File: config.mk
export PLATFORM = sky130hd
export DESIGN_NAME = memdec_top
export DESIGN_NICKNAME = d
export VERILOG_FILES = /design/src/rtl/memdec_pkg.sv /design/src/rtl/memdec_region.sv /design/src/rtl/memdec_lanes.sv /design/src/rtl/memdec_align.sv /design/src/rtl/memdec_top.sv
export SDC_FILE = /design/constraint.sdc
export NUM_CORES = 1
export LEC_CHECK = 0
export ABC_AREA = 1
export BUFFER_PORTS_ARGS = -buffer_cell sky130_fd_sc_hd__buf_4
export CAP_MARGIN = 20
export CORE_AREA = 5 5 177 179
export CTS_BUF_LIST = sky130_fd_sc_hd__clkbuf_16
export CTS_CLUSTER_SIZE = 10
export DETAILED_ROUTE_END_ITERATION = 16
export DIE_AREA = 0 0 182 184
export GPL_ROUTABILITY_DRIVEN = 1
export HOLD_SLACK_MARGIN = 0.06
export PLACE_DENSITY = 0.6
export SLEW_MARGIN = 30
export SYNTH_ARGS = -nofsm -noshare
export SYNTH_HDL_FRONTEND = slang
export SYNTH_SLANG_ARGS = --single-unit
export TNS_END_PERCENT = 20
File: constraint.sdc
create_clock -name clk_i -period 1.66 [get_ports clk_i]
set_input_delay 0 -clock clk_i [delete_from_list [all_inputs] [get_ports clk_i]]
set_output_delay 0 -clock clk_i [all_outputs]
set_load 0.01 [all_outputs]
File: src/rtl/memdec_pkg.sv
`timescale 1ns/1ps
package memdec_pkg;
  localparam int NT    = 8;
  localparam int OFF_W = 25;

  typedef enum logic [2:0] {
    T_WRAM, T_IRAM, T_IO, T_PAL, T_VRAM, T_OAM, T_ROM, T_SRAM
  } tgt_e;

  typedef enum logic [1:0] {SZ_B, SZ_H, SZ_W, SZ_X} size_e;

  typedef struct packed {
    logic hit;
    tgt_e tgt;
  } route_t;

  function automatic logic [OFF_W-1:0] aw_mask(input int aw);
    return OFF_W'((64'd1 << aw) - 64'd1);
  endfunction

  function automatic route_t route(input logic [3:0] r);
    route_t o;
    o.hit = 1'b1;
    o.tgt = T_WRAM;
    case (r)
      4'h2: o.tgt = T_WRAM;
      4'h3: o.tgt = T_IRAM;
      4'h4: o.tgt = T_IO;
      4'h5: o.tgt = T_PAL;
      4'h6: o.tgt = T_VRAM;
      4'h7: o.tgt = T_OAM;
      4'h8, 4'h9, 4'hA, 4'hB, 4'hC, 4'hD: o.tgt = T_ROM;
      4'hE: o.tgt = T_SRAM;
      default: o.hit = 1'b0;
    endcase
    return o;
  endfunction

  function automatic logic rd_allow(input tgt_e t, input size_e s);
    if (s == SZ_X) return 1'b0;
    case (t)
      T_PAL, T_VRAM: return s != SZ_B;
      T_OAM:         return 1'b0;
      T_SRAM:        return s == SZ_B;
      default:       return 1'b1;
    endcase
  endfunction

  function automatic logic wr_allow(input tgt_e t, input size_e s);
    if (s == SZ_X) return 1'b0;
    case (t)
      T_WRAM, T_IRAM:         return 1'b1;
      T_IO, T_PAL, T_VRAM, T_OAM: return s != SZ_B;
      T_SRAM:                 return s == SZ_B;
      default:                return 1'b0;
    endcase
  endfunction
endpackage

File: src/rtl/memdec_region.sv
`timescale 1ns/1ps
module memdec_region
  import memdec_pkg::*;
#(
  parameter logic [NT-1:0][OFF_W-1:0] MASKS = '0,
  parameter int VRAM_SIZE = 98304,
  parameter int RS_W      = 26
) (
  input  logic [27:0]      addr_i,
  input  logic [1:0]       size_i,
  input  logic [RS_W-1:0]  rom_size_i,
  output logic             hit_o,
  output tgt_e             tgt_o,
  output logic [OFF_W-1:0] off_o,
  output logic             rd_ok_o,
  output logic             wr_ok_o
);
  localparam int RAW_W = 24;
  localparam int CMP_W = (OFF_W > RS_W) ? OFF_W + 1 : RS_W + 1;

  route_t rt;
  size_e  sz;
  logic   rom_in, vram_ok;
  logic [RAW_W-1:0] raw;

  assign rt    = route(addr_i[27:24]);
  assign sz    = size_e'(size_i);
  assign hit_o = rt.hit;
  assign tgt_o = rt.tgt;
  assign off_o = addr_i[OFF_W-1:0] & MASKS[rt.tgt];
  assign raw   = addr_i[RAW_W-1:0];

  assign rom_in = CMP_W'(off_o) < CMP_W'(rom_size_i);

  // video RAM write limits use the unwrapped offset
  always_comb begin
    case (sz)
      SZ_W:    vram_ok = raw < RAW_W'(VRAM_SIZE - 2);
      SZ_H:    vram_ok = raw < RAW_W'(VRAM_SIZE);
      default: vram_ok = 1'b0;
    endcase
  end

  assign rd_ok_o = rt.hit && rd_allow(rt.tgt, sz) && (rt.tgt != T_ROM || rom_in);
  assign wr_ok_o = rt.hit && wr_allow(rt.tgt, sz) && (rt.tgt != T_VRAM || vram_ok);
endmodule

File: src/rtl/memdec_lanes.sv
`timescale 1ns/1ps
module memdec_lanes
  import memdec_pkg::*;
(
  input  logic [1:0]  size_i,
  input  logic [1:0]  lo_i,
  input  logic [31:0] wdata_i,
  output logic [3:0]  be_o,
  output logic [31:0] wdata_o
);
  size_e sz;
  assign sz = size_e'(size_i);

  for (genvar j = 0; j < 4; j++) begin : g_lane
    always_comb begin
      case (sz)
        SZ_B: begin
          be_o[j]          = (lo_i == 2'(j));
          wdata_o[8*j +: 8] = wdata_i[7:0];
        end
        SZ_H: begin
          be_o[j]          = (lo_i[1] == 1'(j >> 1));
          wdata_o[8*j +: 8] = wdata_i[8*(j%2) +: 8];
        end
        SZ_W: begin
          be_o[j]          = 1'b1;
          wdata_o[8*j +: 8] = wdata_i[8*j +: 8];
        end
        default: begin
          be_o[j]          = 1'b0;
          wdata_o[8*j +: 8] = wdata_i[8*j +: 8];
        end
      endcase
    end
  end
endmodule

File: src/rtl/memdec_align.sv
`timescale 1ns/1ps
module memdec_align
  import memdec_pkg::*;
(
  input  logic                clk_i,
  input  logic                rst_ni,
  input  logic                rd_req_i,
  input  logic                live_i,
  input  tgt_e                tgt_i,
  input  logic [1:0]          size_i,
  input  logic [1:0]          lo_i,
  input  logic [NT-1:0][31:0] mem_rdata_i,
  output logic                rvalid_o,
  output logic [31:0]         rdata_o
);
  logic        v_q, live_q;
  tgt_e        tgt_q;
  size_e       size_q;
  logic [1:0]  lo_q;
  logic [31:0] w, fmt;
  logic [63:0] rot;
  logic        is_io;

  always_ff @(posedge clk_i or negedge rst_ni) begin
    if (!rst_ni) begin
      v_q    <= 1'b0;
      live_q <= 1'b0;
      tgt_q  <= T_WRAM;
      size_q <= SZ_B;
      lo_q   <= '0;
    end else begin
      v_q    <= rd_req_i;
      live_q <= rd_req_i && live_i;
      if (rd_req_i) begin
        tgt_q  <= tgt_i;
        size_q <= size_e'(size_i);
        lo_q   <= lo_i;
      end
    end
  end

  assign w     = mem_rdata_i[tgt_q];
  assign is_io = (tgt_q == T_IO);
  assign rot   = {w, w} >> {lo_q, 3'b000};

  // register file lanes already point at the addressed halfword
  always_comb begin
    case (size_q)
      SZ_W:    fmt = rot[31:0];
      SZ_H:    fmt = {16'h0, (is_io || !lo_q[1]) ? w[15:0] : w[31:16]};
      SZ_B:    fmt = {24'h0, is_io ? (lo_q[0] ? w[15:8] : w[7:0]) : rot[7:0]};
      default: fmt = '0;
    endcase
  end

  assign rvalid_o = v_q;
  assign rdata_o  = (v_q && live_q) ? fmt : '0;

  p_rvalid_due_r11: assert property (@(posedge clk_i) disable iff (!rst_ni)
    rd_req_i |=> rvalid_o);
  p_rvalid_idle_r11: assert property (@(posedge clk_i) disable iff (!rst_ni)
    !rd_req_i |=> !rvalid_o && rdata_o == '0);
  p_dead_zero_r5: assert property (@(posedge clk_i) disable iff (!rst_ni)
    (rd_req_i && !live_i) |=> rdata_o == '0);
endmodule

File: src/rtl/memdec_top.sv
`timescale 1ns/1ps
module memdec_top
  import memdec_pkg::*;
#(
  parameter int WRAM_AW   = 18,
  parameter int IRAM_AW   = 15,
  parameter int IO_AW     = 10,
  parameter int PAL_AW    = 10,
  parameter int VRAM_AW   = 17,
  parameter int VRAM_SIZE = 98304,
  parameter int OAM_AW    = 10,
  parameter int ROM_AW    = 25,
  parameter int SRAM_AW   = 16
) (
  input  logic                clk_i,
  input  logic                rst_ni,
  input  logic                req_i,
  input  logic                we_i,
  input  logic [1:0]          size_i,
  input  logic [31:0]         addr_i,
  input  logic [31:0]         wdata_i,
  input  logic [ROM_AW:0]     rom_size_i,
  output logic [NT-1:0]       mem_sel_o,
  output logic [OFF_W-1:0]    mem_off_o,
  output logic [IO_AW-1:0]    io_hi_off_o,
  output logic [3:0]          mem_be_o,
  output logic [31:0]         mem_wdata_o,
  input  logic [NT-1:0][31:0] mem_rdata_i,
  output logic                rvalid_o,
  output logic [31:0]         rdata_o
);
  localparam logic [NT-1:0][OFF_W-1:0] MASKS = {
    aw_mask(SRAM_AW), aw_mask(ROM_AW), aw_mask(OAM_AW), aw_mask(VRAM_AW),
    aw_mask(PAL_AW),  aw_mask(IO_AW),  aw_mask(IRAM_AW), aw_mask(WRAM_AW)};
  localparam int RS_W = ROM_AW + 1;

  logic       hit, rd_ok, wr_ok, fire;
  tgt_e       tgt;
  logic [3:0] be;
  logic       unused_hi;

  assign unused_hi = ^addr_i[31:28];

  memdec_region #(.MASKS(MASKS), .VRAM_SIZE(VRAM_SIZE), .RS_W(RS_W)) u_region (
    .addr_i(addr_i[27:0]), .size_i(size_i), .rom_size_i(rom_size_i),
    .hit_o(hit), .tgt_o(tgt), .off_o(mem_off_o), .rd_ok_o(rd_ok), .wr_ok_o(wr_ok));

  memdec_lanes u_lanes (
    .size_i(size_i), .lo_i(addr_i[1:0]), .wdata_i(wdata_i),
    .be_o(be), .wdata_o(mem_wdata_o));

  memdec_align u_align (
    .clk_i(clk_i), .rst_ni(rst_ni), .rd_req_i(req_i && !we_i), .live_i(rd_ok),
    .tgt_i(tgt), .size_i(size_i), .lo_i(addr_i[1:0]), .mem_rdata_i(mem_rdata_i),
    .rvalid_o(rvalid_o), .rdata_o(rdata_o));

  assign fire        = req_i && hit && (we_i ? wr_ok : rd_ok);
  assign mem_be_o    = (req_i && we_i && wr_ok) ? be : 4'b0;
  assign io_hi_off_o = mem_off_o[IO_AW-1:0] | IO_AW'(2);

  for (genvar t = 0; t < NT; t++) begin : g_sel
    assign mem_sel_o[t] = fire && (tgt == tgt_e'(t));

    p_off_wrap_r2: assert property (@(posedge clk_i) disable iff (!rst_ni)
      mem_sel_o[t] |-> (mem_off_o & ~MASKS[t]) == '0);
  end

  p_sel_onehot_r1: assert property (@(posedge clk_i) disable iff (!rst_ni)
    $onehot0(mem_sel_o));
  p_be_with_sel_r7: assert property (@(posedge clk_i) disable iff (!rst_ni)
    (|mem_be_o) |-> (|mem_sel_o) && we_i);
  p_rom_no_write_r8: assert property (@(posedge clk_i) disable iff (!rst_ni)
    mem_sel_o[T_ROM] |-> !we_i);
  p_byte_periph_r8: assert property (@(posedge clk_i) disable iff (!rst_ni)
    (we_i && size_i == SZ_B) |->
      !(mem_sel_o[T_IO] || mem_sel_o[T_PAL] || mem_sel_o[T_VRAM] || mem_sel_o[T_OAM]));
  p_vram_word_lim_r9: assert property (@(posedge clk_i) disable iff (!rst_ni)
    (mem_sel_o[T_VRAM] && we_i && size_i == SZ_W) |-> addr_i[23:0] < 24'(VRAM_SIZE - 2));
  p_sram_byte_r10: assert property (@(posedge clk_i) disable iff (!rst_ni)
    mem_sel_o[T_SRAM] |-> size_i == SZ_B);
  p_oam_no_read_r10: assert property (@(posedge clk_i) disable iff (!rst_ni)
    mem_sel_o[T_OAM] |-> we_i);
  p_no_size3_r12: assert property (@(posedge clk_i) disable iff (!rst_ni)
    (size_i == SZ_X) |-> mem_sel_o == '0 && mem_be_o == '0);
endmodule

==> Flow_metrics.wiki <==
{| class="wikitable"
! Metric !! Value
|-
| Run status || finished, violations left
|-
| Violations in the final reports || setup timing
|-
| Sum of routed wire length over all layers || 39,700 um
|-
| Synthesized instance count || 1,267
|-
| Post-layout net count || 2,139
|-
| EDFF count, synth || 0
|-
| Clock network fraction of design power || 7.2%
|-
| Yosys reg bits || 9
|-
| Area leader, netlist || sky130_fd_sc_hd__nand2_1
|-
| Placeable Area || 0.0294 mm2
|-
| Reg2Reg Depth || 3
|-
| Top area cells in the synthesized netlist || sky130_fd_sc_hd__nand2_1 23%, sky130_fd_sc_hd__nand3_1 17%, sky130_fd_sc_hd__nor2_1 14%, sky130_fd_sc_hd__o21ai_0 8.1%, sky130_fd_sc_hd__inv_1 6.5%
|-
| I/O pin count || 464
|-
| Path type of the worst min-delay path || primary input to asynchronous set/reset pin
|-
| Crit-path slowest cell || sky130_fd_sc_hd__dfrtp_4
|-
| Combined global-route utilization of all metal layers || 21.8%
|-
| Maximum net fanout on the critical path || 50
|-
| Startpoint of the lowest-slack register-to-register path || u_align.tgt_q[0]$_DFFE_PN0P_
|-
| Share of the clock period used by the worst path after layout || 137%
|-
| Number of global-route vias before repair || 10,400
|-
| Arrival time worst endpoint || 2.27 ns
|-
| Critical path class || flip-flop to output pin
|-
| Maximum frequency from static timing analysis || 441 MHz
|-
| Overall die area || 0.0335 mm2
|-
| Fraction of final layout cells with drive strength greater than 1 || 39.1%
|-
| Most numerous cell in the Yosys netlist || sky130_fd_sc_hd__nand2_1
|-
| Area growth from synthesis to final layout || 82.6%
|-
| Fraction of power spent switching nets || 52.2%
|-
| Insertion delay of the later-clocked pin in the worst-skew pair || 0.23 ns
|-
| Final std cell area, no fill || 0.0111 mm2
|-
| Standard cell area after detailed placement || 0.0106 mm2
|-
| Average footprint of a synthesized cell || 4.82 um2
|-
| Max capacitance violation total || 0
|-
| Final-report hold violation count || 0
|-
| Top cells by count, synth || 369 x sky130_fd_sc_hd__nand2_1, 220 x sky130_fd_sc_hd__nor2_1, 208 x sky130_fd_sc_hd__nand3_1
|-
| Number of clock sinks seen by CTS || 9
|-
| Number of port buffers || 458
|-
| Half-perimeter wire length after placement || 33,500 um
|-
| Lkg Pwr || 6.12 nW
|-
| DIE HEIGHT || 184 um
|-
| Startpoint kind of the worst setup timing path || flip-flop
|-
| Share of flip-flops with an asynchronous set or reset || 100%
|-
| Total CTS buffers || 3
|-
| Number of max-slew violations in the final report || 0
|-
| Post-Synthesis Cell Area || 0.00610 mm2
|-
| Final core utilization || 37.9%
|-
| Cell repeated most along the worst path || sky130_fd_sc_hd__nand3_1
|-
| CTS tree || done
|-
| Primary FF master, synth || sky130_fd_sc_hd__dfrtp_1
|-
| Shortest period the worst path allows || 2.27 ns
|-
| Wirelength per Cell || 18.5 um
|-
| Endpoints failing setup || 41
|-
| Maximum buffer depth of the clock tree || 2
|-
| Number of H-tree levels || 1
|-
| Clock slew at reported path FFs || 0.04 ns
|-
| Proportion of synthesized chip area in sequential cells || 3.69%
|-
| Count of yosys warnings during synthesis || 0
|-
| Initial standard-cell utilization of the core || 20.8%
|-
| Diodes inserted || 0
|-
| Critical Path RT || 1.66 ns
|-
| Worst path max stage delay || 0.53 ns
|-
| Final weighted congestion in routability-driven placement || 0.940
|-
| Switching power summed over all nets || 2.98 mW
|-
| Post-Syn Nets || 1,647
|-
| Worst setup slack after layout || -0.609 ns
|-
| Sequential Power Share || 4.9%
|-
| Terminus of the critical flop-to-flop path || u_align.tgt_q[0]$_DFFE_PN0P_
|-
| Setup clock skew after layout || 0 ns
|-
| Synth unique cells || 32
|-
| Via Count || 10,300
|-
| Kind of capture point of the worst setup path || output pin
|-
| First-pass iteration count of the detailed router || 5
|-
| Final worst hold slack || 0.166 ns
|-
| Fraction of power consumed by combinational cells || 87.9%
|-
| Final antenna-violating net count || 0
|-
| RSZ-0062 raised after global routing || yes
|-
| Remaining Overflow, GRT || 0
|-
| Power per cell area || 512 mW/mm2
|-
| Largest voltage drop on the vdd net || 336 uV
|-
| Register-to-register setup slack || 0.64 ns
|-
| Global-route wire length before repair || 58,100 um
|-
| Total Negative Setup Slacks || -20.95 ns
|-
| Post-route DRC violation count || 0
|-
| Critical Path, Cell by Cell || buf_12 -> buf_4 -> nor2_1 -> nor2_1 -> o21ai_0 -> nand3_1 -> nand3_2 -> nand3_1 -> nand3_1 -> nand3_1 -> nand2_1 -> inv_1 -> buf_4
|-
| Antenna violations before repair || 0
|-
| Number of DRC markers in iteration 0 || 624
|-
| Maximum number of pins on one net before global-route repair || 63
|-
| Number of standard-cell rows in the floorplan || 63
|-
| DR vias/cell || 4.79
|-
| Fraction of synthesized cell area taken by the top area cell type || 22.7%
|-
| Width of the die || 182 um
|-
| Root buffer cell || sky130_fd_sc_hd__clkbuf_16
|-
| Internal Dissipation || 2.72 mW
|}
-- area by class of cell --
cell class                      count  area, um2
Multi-Input combinational cell   1044       5260
Fill cell                        3282      18300
Timing Repair Buffer              592       4670
Tap cell                          390        488
Clock buffer                        3       75.1
Sequential cell                     9        230
Clock inverter                      1       3.75
Inverter                          109        419
-- power by group through the flow --
stage          clock network, mW  logic (mW)  registers, mW
6_report                   0.413        5.01          0.279
5_1_grt                    0.442        5.48          0.285
4_1_cts                    0.423        4.95          0.280
3_3_place_gp                   0        4.70          0.280
3_5_place_dp                   0        4.74          0.281
2_1_floorplan                  0        2.62          0.260
-- logic make-up (layout without fill, tap and decap cells) --
family | after synthesis | in the layout | synth area share, %
buf+inv | 214 | 705 | 16.7
flops | 9 | 9 | 3.69
compound gates | 189 | 189 | 17.0
simple gates | 826 | 826 | 56.9
other cells | 1 | 1 | 0.0615
fa+ha+maj | 28 | 28 | 5.74
-- worst max-delay path: cells and delay by family (launching register included) --
family / cells / cell delay [ns]
AND/OR/NAND/NOR: 8 / 0.82
AO/OA/AOI/OAI: 1 / 0.09
flip-flops: 1 / 0.53
buffers and inverters: 4 / 0.57
-- metal layers --
layer | vias up | part of all wire, % | track usage (%) | wire length (um)
met5 | - | 0 | 0 | 0
met4 | 0 | 3.9 | 7.36 | 1550
met3 | 77 | 9.3 | 5.62 | 3700
met2 | 517 | 49 | 39.9 | 19400
met1 | 4640 | 38 | 24.7 | 15100
li1 | 5064 | - | - | -
-- layout by cell type, fill, tap and decap left out, types with 4 or more instances in the layout --
cell and instances:
sky130_fd_sc_hd__and2_1 8, sky130_fd_sc_hd__o21ai_1 39, sky130_fd_sc_hd__nand2_2 7, sky130_fd_sc_hd__nand3_2 39
sky130_fd_sc_hd__nand4_1 4, sky130_fd_sc_hd__inv_1 100, sky130_fd_sc_hd__dfrtp_1 7, sky130_fd_sc_hd__nor2_2 6
sky130_fd_sc_hd__buf_4 562, sky130_fd_sc_hd__a31oi_1 18, sky130_fd_sc_hd__buf_6 16, sky130_fd_sc_hd__o21ai_0 84
sky130_fd_sc_hd__inv_2 8, sky130_fd_sc_hd__nor2_1 206, sky130_fd_sc_hd__o211ai_1 16, sky130_fd_sc_hd__nand2_1 357
sky130_fd_sc_hd__ha_1 25, sky130_fd_sc_hd__nor2_4 10, sky130_fd_sc_hd__a21oi_1 15, sky130_fd_sc_hd__nand3_1 178
sky130_fd_sc_hd__buf_12 13, sky130_fd_sc_hd__a21oi_2 5
-- worst max path at each step --
stage,start,to,cells after the start
CTS,u_align.tgt_q[0]$_DFFE_PN0P_,rdata_o[2],13
global route,u_align.tgt_q[0]$_DFFE_PN0P_,rdata_o[4],13
floorplan,addr_i[24],mem_sel_o[0],20
finish,u_align.tgt_q[0]$_DFFE_PN0P_,rdata_o[2],13
global placement,addr_i[24],mem_sel_o[0],22
detailed placement,addr_i[24],mem_sel_o[0],22
-- timing repair --
item	4_1_cts	5_1_grt
gates resized for setup	85	12
endpoints found under the setup margin	41	42
endpoints found under the hold margin	9	0
pin swaps	26	10
setup buffers	12	2
hold buffers	1	0
-- metrics by stage --
step | setup WS [ns] | power [mW] | cells
CTS | -0.599 | 5.66 | 2146
global placement | -0.631 | 4.98 | 2129
finish | -0.609 | 5.70 | 2148
global route | -0.774 | 6.21 | 2148
floorplan | -0.298 | 2.88 | 1267
detailed placement | -0.748 | 5.02 | 2129
-- registers in the layout, indices dropped and copies added (netlist names) --
name              flops
u_align.tgt_q         3
u_align.lo_q          2
u_align.size_q        2
u_align.live_q        1
u_align.rvalid_o      1
Power figures use the tool's default switching activity.
